<file path="config.mk">
export PLATFORM = sky130hd
export DESIGN_NAME = lof_formatter
export DESIGN_NICKNAME = d
export VERILOG_FILES = /design/src/rtl/lof_pkg.sv /design/src/rtl/lof_collect.sv /design/src/rtl/lof_seq.sv /design/src/rtl/lof_formatter.sv
export SDC_FILE = /design/constraint.sdc
export NUM_CORES = 1
export LEC_CHECK = 0
export ABC_AREA = 1
export BUFFER_PORTS_ARGS = -buffer_cell sky130_fd_sc_hd__buf_2
export CAP_MARGIN = 20
export CELL_PAD_IN_SITES_DETAIL_PLACEMENT = 0
export CELL_PAD_IN_SITES_GLOBAL_PLACEMENT = 1
export CORE_UTILIZATION = 46
export DETAILED_ROUTE_END_ITERATION = 8
export GPL_ROUTABILITY_DRIVEN = 1
export GPL_TIMING_DRIVEN = 0
export PLACE_DENSITY_LB_ADDON = 0.1
export SYNTH_ARGS = -nofsm -noshare
export SYNTH_HDL_FRONTEND = slang
export SYNTH_SLANG_ARGS = --single-unit
</file>
<file path="constraint.sdc">
create_clock -name clk -period 3.22 [get_ports clk]
set_input_delay 0.483 -clock clk [delete_from_list [all_inputs] [get_ports clk]]
set_output_delay 0.483 -clock clk [all_outputs]
set_load 0.01 [all_outputs]
</file>
<file path="src/rtl/lof_pkg.sv">
package lof_pkg;
  localparam logic [31:0] LOF_START_WORD = 32'h1FFF_FFFF;

  typedef enum logic [1:0] {
    KIND_START = 2'd0,
    KIND_DATA  = 2'd1,
    KIND_FLAG  = 2'd2,
    KIND_TAIL  = 2'd3
  } word_kind_t;
endpackage

</file>
<file path="src/rtl/lof_collect.sv">
module lof_collect #(
  parameter int BEATS      = 36,
  parameter int FLAG_WORDS = 5,
  localparam int IDXW      = $clog2(BEATS),
  localparam int FWW       = (FLAG_WORDS > 1) ? $clog2(FLAG_WORDS) : 1
) (
  input  logic            clk,
  input  logic            rst_n,
  input  logic            in_fire,
  input  logic [17:0]     chan_a,
  input  logic [17:0]     chan_b,
  input  logic            ev_done,
  input  logic [IDXW-1:0] rd_beat,
  input  logic [FWW-1:0]  rd_flag,
  output logic [31:0]     beat_word,
  output logic [31:0]     flag_word,
  output logic            any_err,
  output logic            ev_ready
);
  localparam int PAIR_BITS = 4 * BEATS;
  localparam int FLAG_BITS = 32 * FLAG_WORDS;
  localparam int FBW       = $clog2(FLAG_BITS);

  logic [31:0]          mem_q [BEATS];
  logic [IDXW-1:0]      wr_q;
  logic [PAIR_BITS-1:0] flags_q;
  logic [FLAG_BITS-1:0] flags_pad;
  logic [FBW-1:0]       fbase;
  logic [31:0]          fw [FLAG_WORDS];

  assign fbase     = FBW'(wr_q) << 2;
  assign flags_pad = FLAG_BITS'(flags_q);

  always_ff @(posedge clk) begin
    if (in_fire) mem_q[wr_q] <= {chan_a[15:0], chan_b[15:0]};
  end

  always_ff @(posedge clk or negedge rst_n) begin
    if (!rst_n) begin
      wr_q     <= '0;
      flags_q  <= '0;
      any_err  <= 1'b0;
      ev_ready <= 1'b0;
    end else begin
      if (ev_done) ev_ready <= 1'b0;
      if (in_fire) begin
        flags_q[fbase +: 2]      <= {chan_a[17], chan_a[16]};
        flags_q[fbase + 2 +: 2]  <= {chan_b[17], chan_b[16]};
        any_err <= ((wr_q == '0) ? 1'b0 : any_err) | chan_a[17] | chan_b[17];
        if (wr_q == IDXW'(BEATS - 1)) begin
          wr_q     <= '0;
          ev_ready <= 1'b1;
        end else begin
          wr_q <= wr_q + 1'b1;
        end
      end
    end
  end

  for (genvar j = 0; j < FLAG_WORDS; j++) begin : g_fw
    assign fw[j] = flags_pad[32*j +: 32];
  end

  assign beat_word = mem_q[rd_beat];
  assign flag_word = fw[rd_flag];
endmodule

</file>
<file path="src/rtl/lof_seq.sv">
module lof_seq
  import lof_pkg::*;
#(
  parameter int          BEATS      = 36,
  parameter int          FLAG_WORDS = 5,
  parameter int          GAP        = 2,
  parameter logic [31:0] START_WORD = LOF_START_WORD,
  localparam int IDXW     = $clog2(BEATS),
  localparam int FWW      = (FLAG_WORDS > 1) ? $clog2(FLAG_WORDS) : 1,
  localparam int EV_WORDS = BEATS + FLAG_WORDS + 2,
  localparam int CW       = $clog2(EV_WORDS + 1)
) (
  input  logic            clk,
  input  logic            rst_n,
  input  logic            ev_ready,
  input  logic [31:0]     beat_word,
  input  logic [31:0]     flag_word,
  input  logic            any_err,
  output logic [IDXW-1:0] rd_beat,
  output logic [FWW-1:0]  rd_flag,
  output logic            ev_done,
  output logic            out_valid,
  input  logic            out_ready,
  output logic [31:0]     out_word,
  output logic            out_last
);
  logic [CW-1:0] idx_q;
  logic [CW-1:0] idx_m1;
  word_kind_t    kind;
  logic          gap_clear;
  logic          fire;

  always_comb begin
    if (idx_q == '0)                            kind = KIND_START;
    else if (idx_q <= CW'(BEATS))               kind = KIND_DATA;
    else if (idx_q <= CW'(BEATS + FLAG_WORDS))  kind = KIND_FLAG;
    else                                        kind = KIND_TAIL;
  end

  assign idx_m1  = idx_q - 1'b1;
  assign rd_beat = IDXW'(idx_m1);
  assign rd_flag = FWW'(idx_m1 - CW'(BEATS));

  always_comb begin
    unique case (kind)
      KIND_START: out_word = START_WORD;
      KIND_DATA:  out_word = beat_word;
      KIND_FLAG:  out_word = flag_word;
      default:    out_word = {any_err, 15'd0, 16'(EV_WORDS)};
    endcase
  end

  assign out_valid = ev_ready && gap_clear;
  assign out_last  = out_valid && (kind == KIND_TAIL);
  assign fire      = out_valid && out_ready;
  assign ev_done   = fire && (kind == KIND_TAIL);

  always_ff @(posedge clk or negedge rst_n) begin
    if (!rst_n)       idx_q <= '0;
    else if (ev_done) idx_q <= '0;
    else if (fire)    idx_q <= idx_q + 1'b1;
  end

  if (GAP > 0) begin : g_pace
    localparam int GW = $clog2(GAP + 1);
    logic [GW-1:0] gap_q;
    always_ff @(posedge clk or negedge rst_n) begin
      if (!rst_n)              gap_q <= '0;
      else if (fire)           gap_q <= GW'(GAP);
      else if (gap_q != '0)    gap_q <= gap_q - 1'b1;
    end
    assign gap_clear = (gap_q == '0);
  end else begin : g_nopace
    assign gap_clear = 1'b1;
  end
endmodule

</file>
<file path="src/rtl/lof_formatter.sv">
module lof_formatter
  import lof_pkg::*;
#(
  parameter int          BEATS      = 36,
  parameter int          FLAG_WORDS = (2 * BEATS + 15) / 16,
  parameter int          GAP        = 2,
  parameter logic [31:0] START_WORD = LOF_START_WORD
) (
  input  logic        clk,
  input  logic        rst_n,
  input  logic        in_valid,
  output logic        in_ready,
  input  logic [17:0] in_chan_a,
  input  logic [17:0] in_chan_b,
  output logic        out_valid,
  input  logic        out_ready,
  output logic [31:0] out_word,
  output logic        out_last,
  output logic        busy
);
  localparam int IDXW = $clog2(BEATS);
  localparam int FWW  = (FLAG_WORDS > 1) ? $clog2(FLAG_WORDS) : 1;

  logic            ev_ready, ev_done, any_err, in_fire;
  logic [IDXW-1:0] rd_beat;
  logic [FWW-1:0]  rd_flag;
  logic [31:0]     beat_word, flag_word;

  assign in_ready = !ev_ready;
  assign busy     = ev_ready;
  assign in_fire  = in_valid && in_ready;

  lof_collect #(.BEATS(BEATS), .FLAG_WORDS(FLAG_WORDS)) u_collect (
    .clk(clk), .rst_n(rst_n), .in_fire(in_fire),
    .chan_a(in_chan_a), .chan_b(in_chan_b), .ev_done(ev_done),
    .rd_beat(rd_beat), .rd_flag(rd_flag),
    .beat_word(beat_word), .flag_word(flag_word),
    .any_err(any_err), .ev_ready(ev_ready)
  );

  lof_seq #(.BEATS(BEATS), .FLAG_WORDS(FLAG_WORDS), .GAP(GAP),
            .START_WORD(START_WORD)) u_seq (
    .clk(clk), .rst_n(rst_n), .ev_ready(ev_ready),
    .beat_word(beat_word), .flag_word(flag_word), .any_err(any_err),
    .rd_beat(rd_beat), .rd_flag(rd_flag), .ev_done(ev_done),
    .out_valid(out_valid), .out_ready(out_ready),
    .out_word(out_word), .out_last(out_last)
  );
endmodule

</file>
Word level (Yosys, flattened, before mapping):

Memory sizes are Yosys's and may differ from the RTL's.
Cells that the tools add are included.

* add/subtract/negate cells: 8
* magnitude comparators: 3
* equal/unequal tests: 4
* shift operators: 4
* mux-type cells: 20
* bitwise logic cells: 3
* reduce and logical (&&, ||, !) cells: 13

Operator list (number)
* bitwise mux 144 bit: 2
* variable shift 2 x 10 -> 144 bit (first input constant): 1
* variable shift 2 x 34 -> 144 bit (first input constant): 1
* indexed part select 2 x 10 -> 144 bit: 1
* indexed part select 2 x 34 -> 144 bit: 1
* binary-select mux 32 bit (select 3 bit): 1
* case mux 32 bit (3 select lines): 1
* two-way mux 32 bit: 2
* negator 32 -> 34 bit: 1
* two-way mux 6 bit: 3
* adder 6 x 1 -> 6 bit (second input constant): 2
* less-or-equal comparator 6 bit (second input constant): 2
* zero test 6 bit: 2
* negator 8 -> 10 bit: 1
* adder 8 x 2 -> 9 bit (second input constant): 1
* two-way mux 2 bit: 4
* two-way mux 1 bit: 7
* equality test 6 bit (second input constant): 1
* nonzero test 2 bit: 3
* subtractor 6 x 1 -> 6 bit (second input constant): 1
* logical AND 1 bit: 5
* equality test 2 bit (second input constant): 2
* greater-or-equal comparator 4 bit (second input constant): 1
* zero test 2 bit: 2
* other kinds (6): 7

* register bits: 160
* RAM bits: 1152
* bits of input ports: 40
* output and inout port bits: 36
* logic and storage cells: 62
* memories kept: 1

Memories
* u_collect.mem_q: depth 36, width 32, rd ports 1, clocked after memory_dff 0, write ports 1, line lof_collect.sv:24 `logic [31:0] mem_q [BEATS];`

Logic depth before layout (Yosys ltp):

* depth after elaboration: 9
* mapped depth: 19
* depth with buffers taken out: 14

Hierarchy:

From an unflattened synthesis, not the netlist that was laid out.

* cells, all modules: 5123
* area, all modules: 55206.7 um^2

Modules (own cells, without submodules)
* lof_collect: times used 1, cells an instance 4921, area each 54039.3 um^2, sequential area each 38396.8 um^2
* lof_seq: times used 1, cells an instance 199, area each 1153.6 um^2, sequential area each 200.2 um^2
* lof_formatter: times used 1, cells an instance 3, area each 13.8 um^2, sequential area each 0.0 um^2

Worst setup path after synthesis:

Ideal clock, no wire load.

* kind: register to register
* start: register u_collect.wr_q[2]
* end: memory u_collect.mem_q[23][0] (enable)
* setup time: 0.461 ns
* data arrival time: 3.067 ns
* path slack: -0.308 ns
* cell stages (with the launch flop): 6
* path buffers: 1
* cell sequence: dfrtp_1 buf_6 nand2_1 nor2_1 inv_1 nor3_1

RTL lines
* start, declared: line lof_collect.sv:25 `logic [IDXW-1:0] wr_q;`
* start signal, assigned: line lof_collect.sv:54 `wr_q <= wr_q + 1'b1;`
* end, declared: line lof_collect.sv:24

Straight into the memory's write port.

Worst setup path after layout:

* start: register u_seq.idx_q[0]
* end: output out_word[18]

* longest elaborated chain between the ends: 7

RTL lines
* start, declared: line lof_seq.sv:27 `logic [CW-1:0] idx_q;`
* start signal, assigned: line lof_seq.sv:61 `else if (fire) idx_q <= idx_q + 1'b1;`
* subtractor 6 x 1 -> 6 bit: line lof_seq.sv:40 `assign idx_m1 = idx_q - 1'b1;`
* subtractor 3 bit: line lof_seq.sv:42 `assign rd_flag = FWW'(idx_m1 - CW'(BEATS));`
* NOT 3 -> 4 bit (implied by the code): line lof_collect.sv:65 `assign flag_word = fw[rd_flag];`
* binary-select mux 32 bit (select 3 bit): line lof_collect.sv:65
* two-way mux 32 bit (implied by the code) (2 in series): line lof_collect.sv:65
* case mux 32 bit (3 select lines) (*): line lof_seq.sv:45 `unique case (kind)`
* end, declared: line lof_formatter.sv:17 `output logic [31:0] out_word,`

Every way passes the cells marked *; elsewhere a longest branch is shown, timed or not. The select of a mux whose other input is x is not followed.

==> results.yml <==
placement:
  io_buffers: 75
  hpwl_mm: 128
  pre_cts_slack_ns: -2.38
  gp_congestion: 0.915
  dpl-instance-area_um2: 58600
critical_path:
  crit_path_top_delay_cell: "dfrtp_1"
  arrival_ns: 3.70
  critPathKind: "register to primary output"
  crit_top_cell: "buf_12"
  timing.rr.end: "u_collect.mem_q[3][11]$_DFFE_PP_"
  cpPeakStageDelay_ns: 0.39
  worst-path-buf-inv: 9
  reg2reg_slack_ns: 0.12
  cp-end-kind: "primary output"
  cp_cell_sequence: "buf_12, inv_16, buf_12, buf_12, buf_12, ha_4, buf_12, buf_16, buf_4, nand3_1, nand2_1, nand2_1, nand3_1, nand3_2, nand2_4, nand2_2, nand2_2, nand2_1, buf_2"
  worstReg2RegStart: "u_collect.wr_q[1]$_DFFE_PN0P_"
  cpLargestDelayFamily: "buffers and inverters"
  cp.required_ns: 2.74
  startpoint_type: "register"
  cp_max_fo: 10
  r2r_cells: 7
pwr:
  p_switching_uw: 37200
  leakage_uw: 0.0251
  combPwrFrac_pct: 55.8
  clock_power_share_pct: 19.3
  seqPwrFrac_pct: 24.9
  vdd_drop_max_mv: 1.27
  p_per_area_nw_per_um2: 1200
  swShare_pct: 46.5
  p_int_uw: 42800
clock_tree:
  clk_latency_ns: 0.78
  cts_tree: "built"
  clockRootBuffer: "clkbuf_16"
  clk_pin_slew_worst_paths_ns: 0.06
  clock-sinks: 1312
  cts.path.max_buffers: 3
  cts_max_level: 4
  cts_made_buffers: 142
timing:
  period_needed_ns: 4.19
  worstMarginPinSlew_ns: 1.01
  fin_skew_ns: 0.0291
  setup_viol: 32
  drv_slew: 0
  fin_ws_ns: -0.965
  rsz0062_at_grt: "yes"
  fin_crit_sh_pct: 130
  final-hold-violation-count: 0
  slew_headroom_pct: 32.9
  fmax_mhz: 239
yosys:
  synth_cells: 5065
  syn_area_per_cell_um2: 10.9
  syn_nets: 5118
  synth_cell_types: 46
  synth-seq-cells: 1312
  synth-seq-area-share_pct: 70.0
  yosys_warnings: 0
  syn-cell-area_um2: 55100
detailed_routing:
  wirelength_mm: 190
  drc: 0
  postRouteAntennaNets: 0
  routedWlPerCell_um: 26.8
  vias: 40148
  first_pass_iters: 6
  avgViaCountPerCell: 5.67
  first_iter_violations: 4614
finish:
  drive_above_1_share_pct: 18.3
  final_util_pct: 56.5
  fin_area_um2: 66800
  nets: 5426
  fillCellCount: 10028
  area.growth.synth_to_final_pct: 21.3
die:
  rows: 126
  ios: 76
  start_util_pct: 46.5
  dieWidth_um: 348
  core_area_um2: 118000
  die-area_um2: 121000
  die_h_um: 348
grt:
  grt_max_degree: 100
  grt_remaining_overflow: 0
  grt_pass1_wl_mm: 268
  grt_pass1_vias: 37601
  grt_use_total_pct: 31.1
  antenna_found_initial: 6
job:
  max_cap_viol_count: 0
hold_path:
  min_to: "u_collect.flags_q[33]$_DFFE_PN0P_"
  holdCritStartpoint: "in_chan_a[17]"
  worstHoldPathCells: 3
  hold_path.class: "primary input to register"
run_status:
  violations: "setup timing"
  outcome: "complete, but fails checks"
-- cell type report --
type                            count  area (um2)  area share (%)
Sequential cell                  1312       38600            57.7
Multi-Input combinational cell   3344       16900            25.3
Clock buffer                      189        3870            5.78
Buffer                            284        2320            3.48
Timing Repair Buffer              166        2160            3.24
Tap cell                         1600        2000            2.99
Inverter                          122         502           0.751
Clock inverter                     56         430           0.644
Timing Repair inverter              1        8.76          0.0131
Antenna cell                        2        5.00         0.00749
-- metal layers --
| layer | share of wire [%] | global-route usage (%) | up-vias | wire, um |
|---|---|---|---|---|
| li1 | - | - | 18188 | - |
| met3 | 8.4 | 5.20 | 337 | 16000 |
| met2 | 45 | 47.7 | 1849 | 85700 |
| met5 | 0.011 | 0 | - | 20 |
| met1 | 43 | 44.7 | 19772 | 81400 |
| met4 | 3.5 | 11.3 | 2 | 6650 |
-- power groups by stage --
stage               sequential (uW)  clock (uW)  combinational [uW]
global route                  19900       16200               46900
CTS                           19900       15600               41200
global placement              20200           0               33300
finish                        19900       15500               44600
detailed placement            20200           0               33600
floorplan                     20100           0               18500
-- sequential cells by signal, summed over array words and instances (netlist names) --
register	cells
u_collect.any_err	1
u_collect.ev_ready	1
u_collect.flags_q	144
u_collect.mem_q	1152
u_collect.wr_q	6
u_seq.g_pace.gap_q	2
u_seq.idx_q	6
-- cells in the mapped netlist (all sizes together) --
cell	instances	share of area (%)
a22oi	10	0.14
a21oi	129	1.2
nand4	7	0.091
nor3	17	0.22
nand3b	1	0.014
a32o	27	0.49
inv	121	0.84
nor4	1	0.011
or2	5	0.057
o31ai	9	0.12
edfxtp	1152	63
o311ai	1	0.016
dfrtp	160	7.3
buf	170	1.6
o21ai	205	1.9
clkinv	1	0.0068
clkbuf	117	0.80
nand2	1894	13
nand3	812	7.4
xor2	5	0.11
o22ai	17	0.19
o211ai	2	0.027
o21a	7	0.095
nor2	176	1.4
ha	13	0.30
a211oi	1	0.014
a31oi	5	0.057
-- metrics by stage --
stage | hold slack [ns] | instances | setup TNS, ns | total power (uW)
after floorplan | 0.187 | 5065 | 0 | 38600
after global placement | 0.450 | 6740 | -2169.17 | 53500
after detailed placement | 0.456 | 6778 | -119.03 | 53800
after CTS | 0.0142 | 7051 | -37.55 | 76700
after global routing | 0.0596 | 7076 | -30.93 | 83100
final | 0.0633 | 7076 | -28.83 | 80000
-- layout by cell type (no fill, tap or decap), types with 13 or more instances in the layout --
| cell | count |
|---|---|
| clkinv_1 | 34 |
| nor2_1 | 132 |
| buf_16 | 23 |
| clkbuf_2 | 19 |
| buf_4 | 40 |
| o21ai_0 | 172 |
| buf_12 | 59 |
| a21oi_1 | 124 |
| edfxtp_1 | 1152 |
| clkbuf_16 | 160 |
| nor2_4 | 40 |
| buf_8 | 19 |
| nand2_1 | 1721 |
| buf_6 | 32 |
| o21ai_1 | 29 |
| nand3_2 | 141 |
| nand3_1 | 633 |
| nand2_4 | 49 |
| a32o_1 | 26 |
| o22ai_1 | 13 |
| dfrtp_1 | 160 |
| clkbuf_8 | 13 |
| inv_2 | 13 |
| nand3_4 | 38 |
| buf_2 | 145 |
| clkbuf_4 | 14 |
| clkbuf_1 | 105 |
| nand2_2 | 124 |
| inv_1 | 102 |
-- worst max-delay path by stage --
stage / cells after the start / slack [ns] / to / start
finish: 19 / -0.97 / out_word[18] / u_seq.idx_q[0]$_DFFE_PN0P_
floorplan: 10 / 0.007 / u_collect.mem_q[10][0]$_DFFE_PP_ / u_collect.ev_ready$_DFF_PN0_
detailed placement: 17 / -2.38 / out_word[27] / u_seq.idx_q[0]$_DFFE_PN0P_
global route: 21 / -1.03 / out_word[14] / u_seq.idx_q[0]$_DFFE_PN0P_
global placement: 10 / -2.49 / u_collect.mem_q[14][7]$_DFFE_PP_ / in_valid
CTS: 21 / -0.96 / out_word[21] / u_seq.idx_q[0]$_DFFE_PN0P_
-- worst register-to-register path, delay by kind of cell, from the launching register on --
| kind | cells | cell delay, ns |
|---|---|---|
| buffers and inverters | 3 | 0.56 |
| AND/OR/NAND/NOR | 4 | 1.64 |
| flip-flops | 1 | 0.56 |
-- cell families (layout without fill, tap and decap cells) --
logic type                 count (synthesis)  after routing  synth area share [%]
buffers and inverters                    409            818                  3.22
other                                      0              2                     0
adders and majority gates                 13             13                 0.295
DFF                                     1312           1312                  70.0
and+or+nand+nor                         2913           2913                  22.1
AOI/OAI and AO/OA                        413            413                  4.19
xor gates and xnor gates                   5              5                 0.107
-- timing repair --
item / in CTS / in global routing
hold buffers: 3 / 0
gates cloned: 7 / 5
pin swaps: 60 / 70
buffers inserted: 18 / 21
gates resized for setup: 625 / 218
endpoints found under the hold margin: 63 / 0
setup endpoints to repair: 198 / 223
Power figures use the tool's default switching activity.
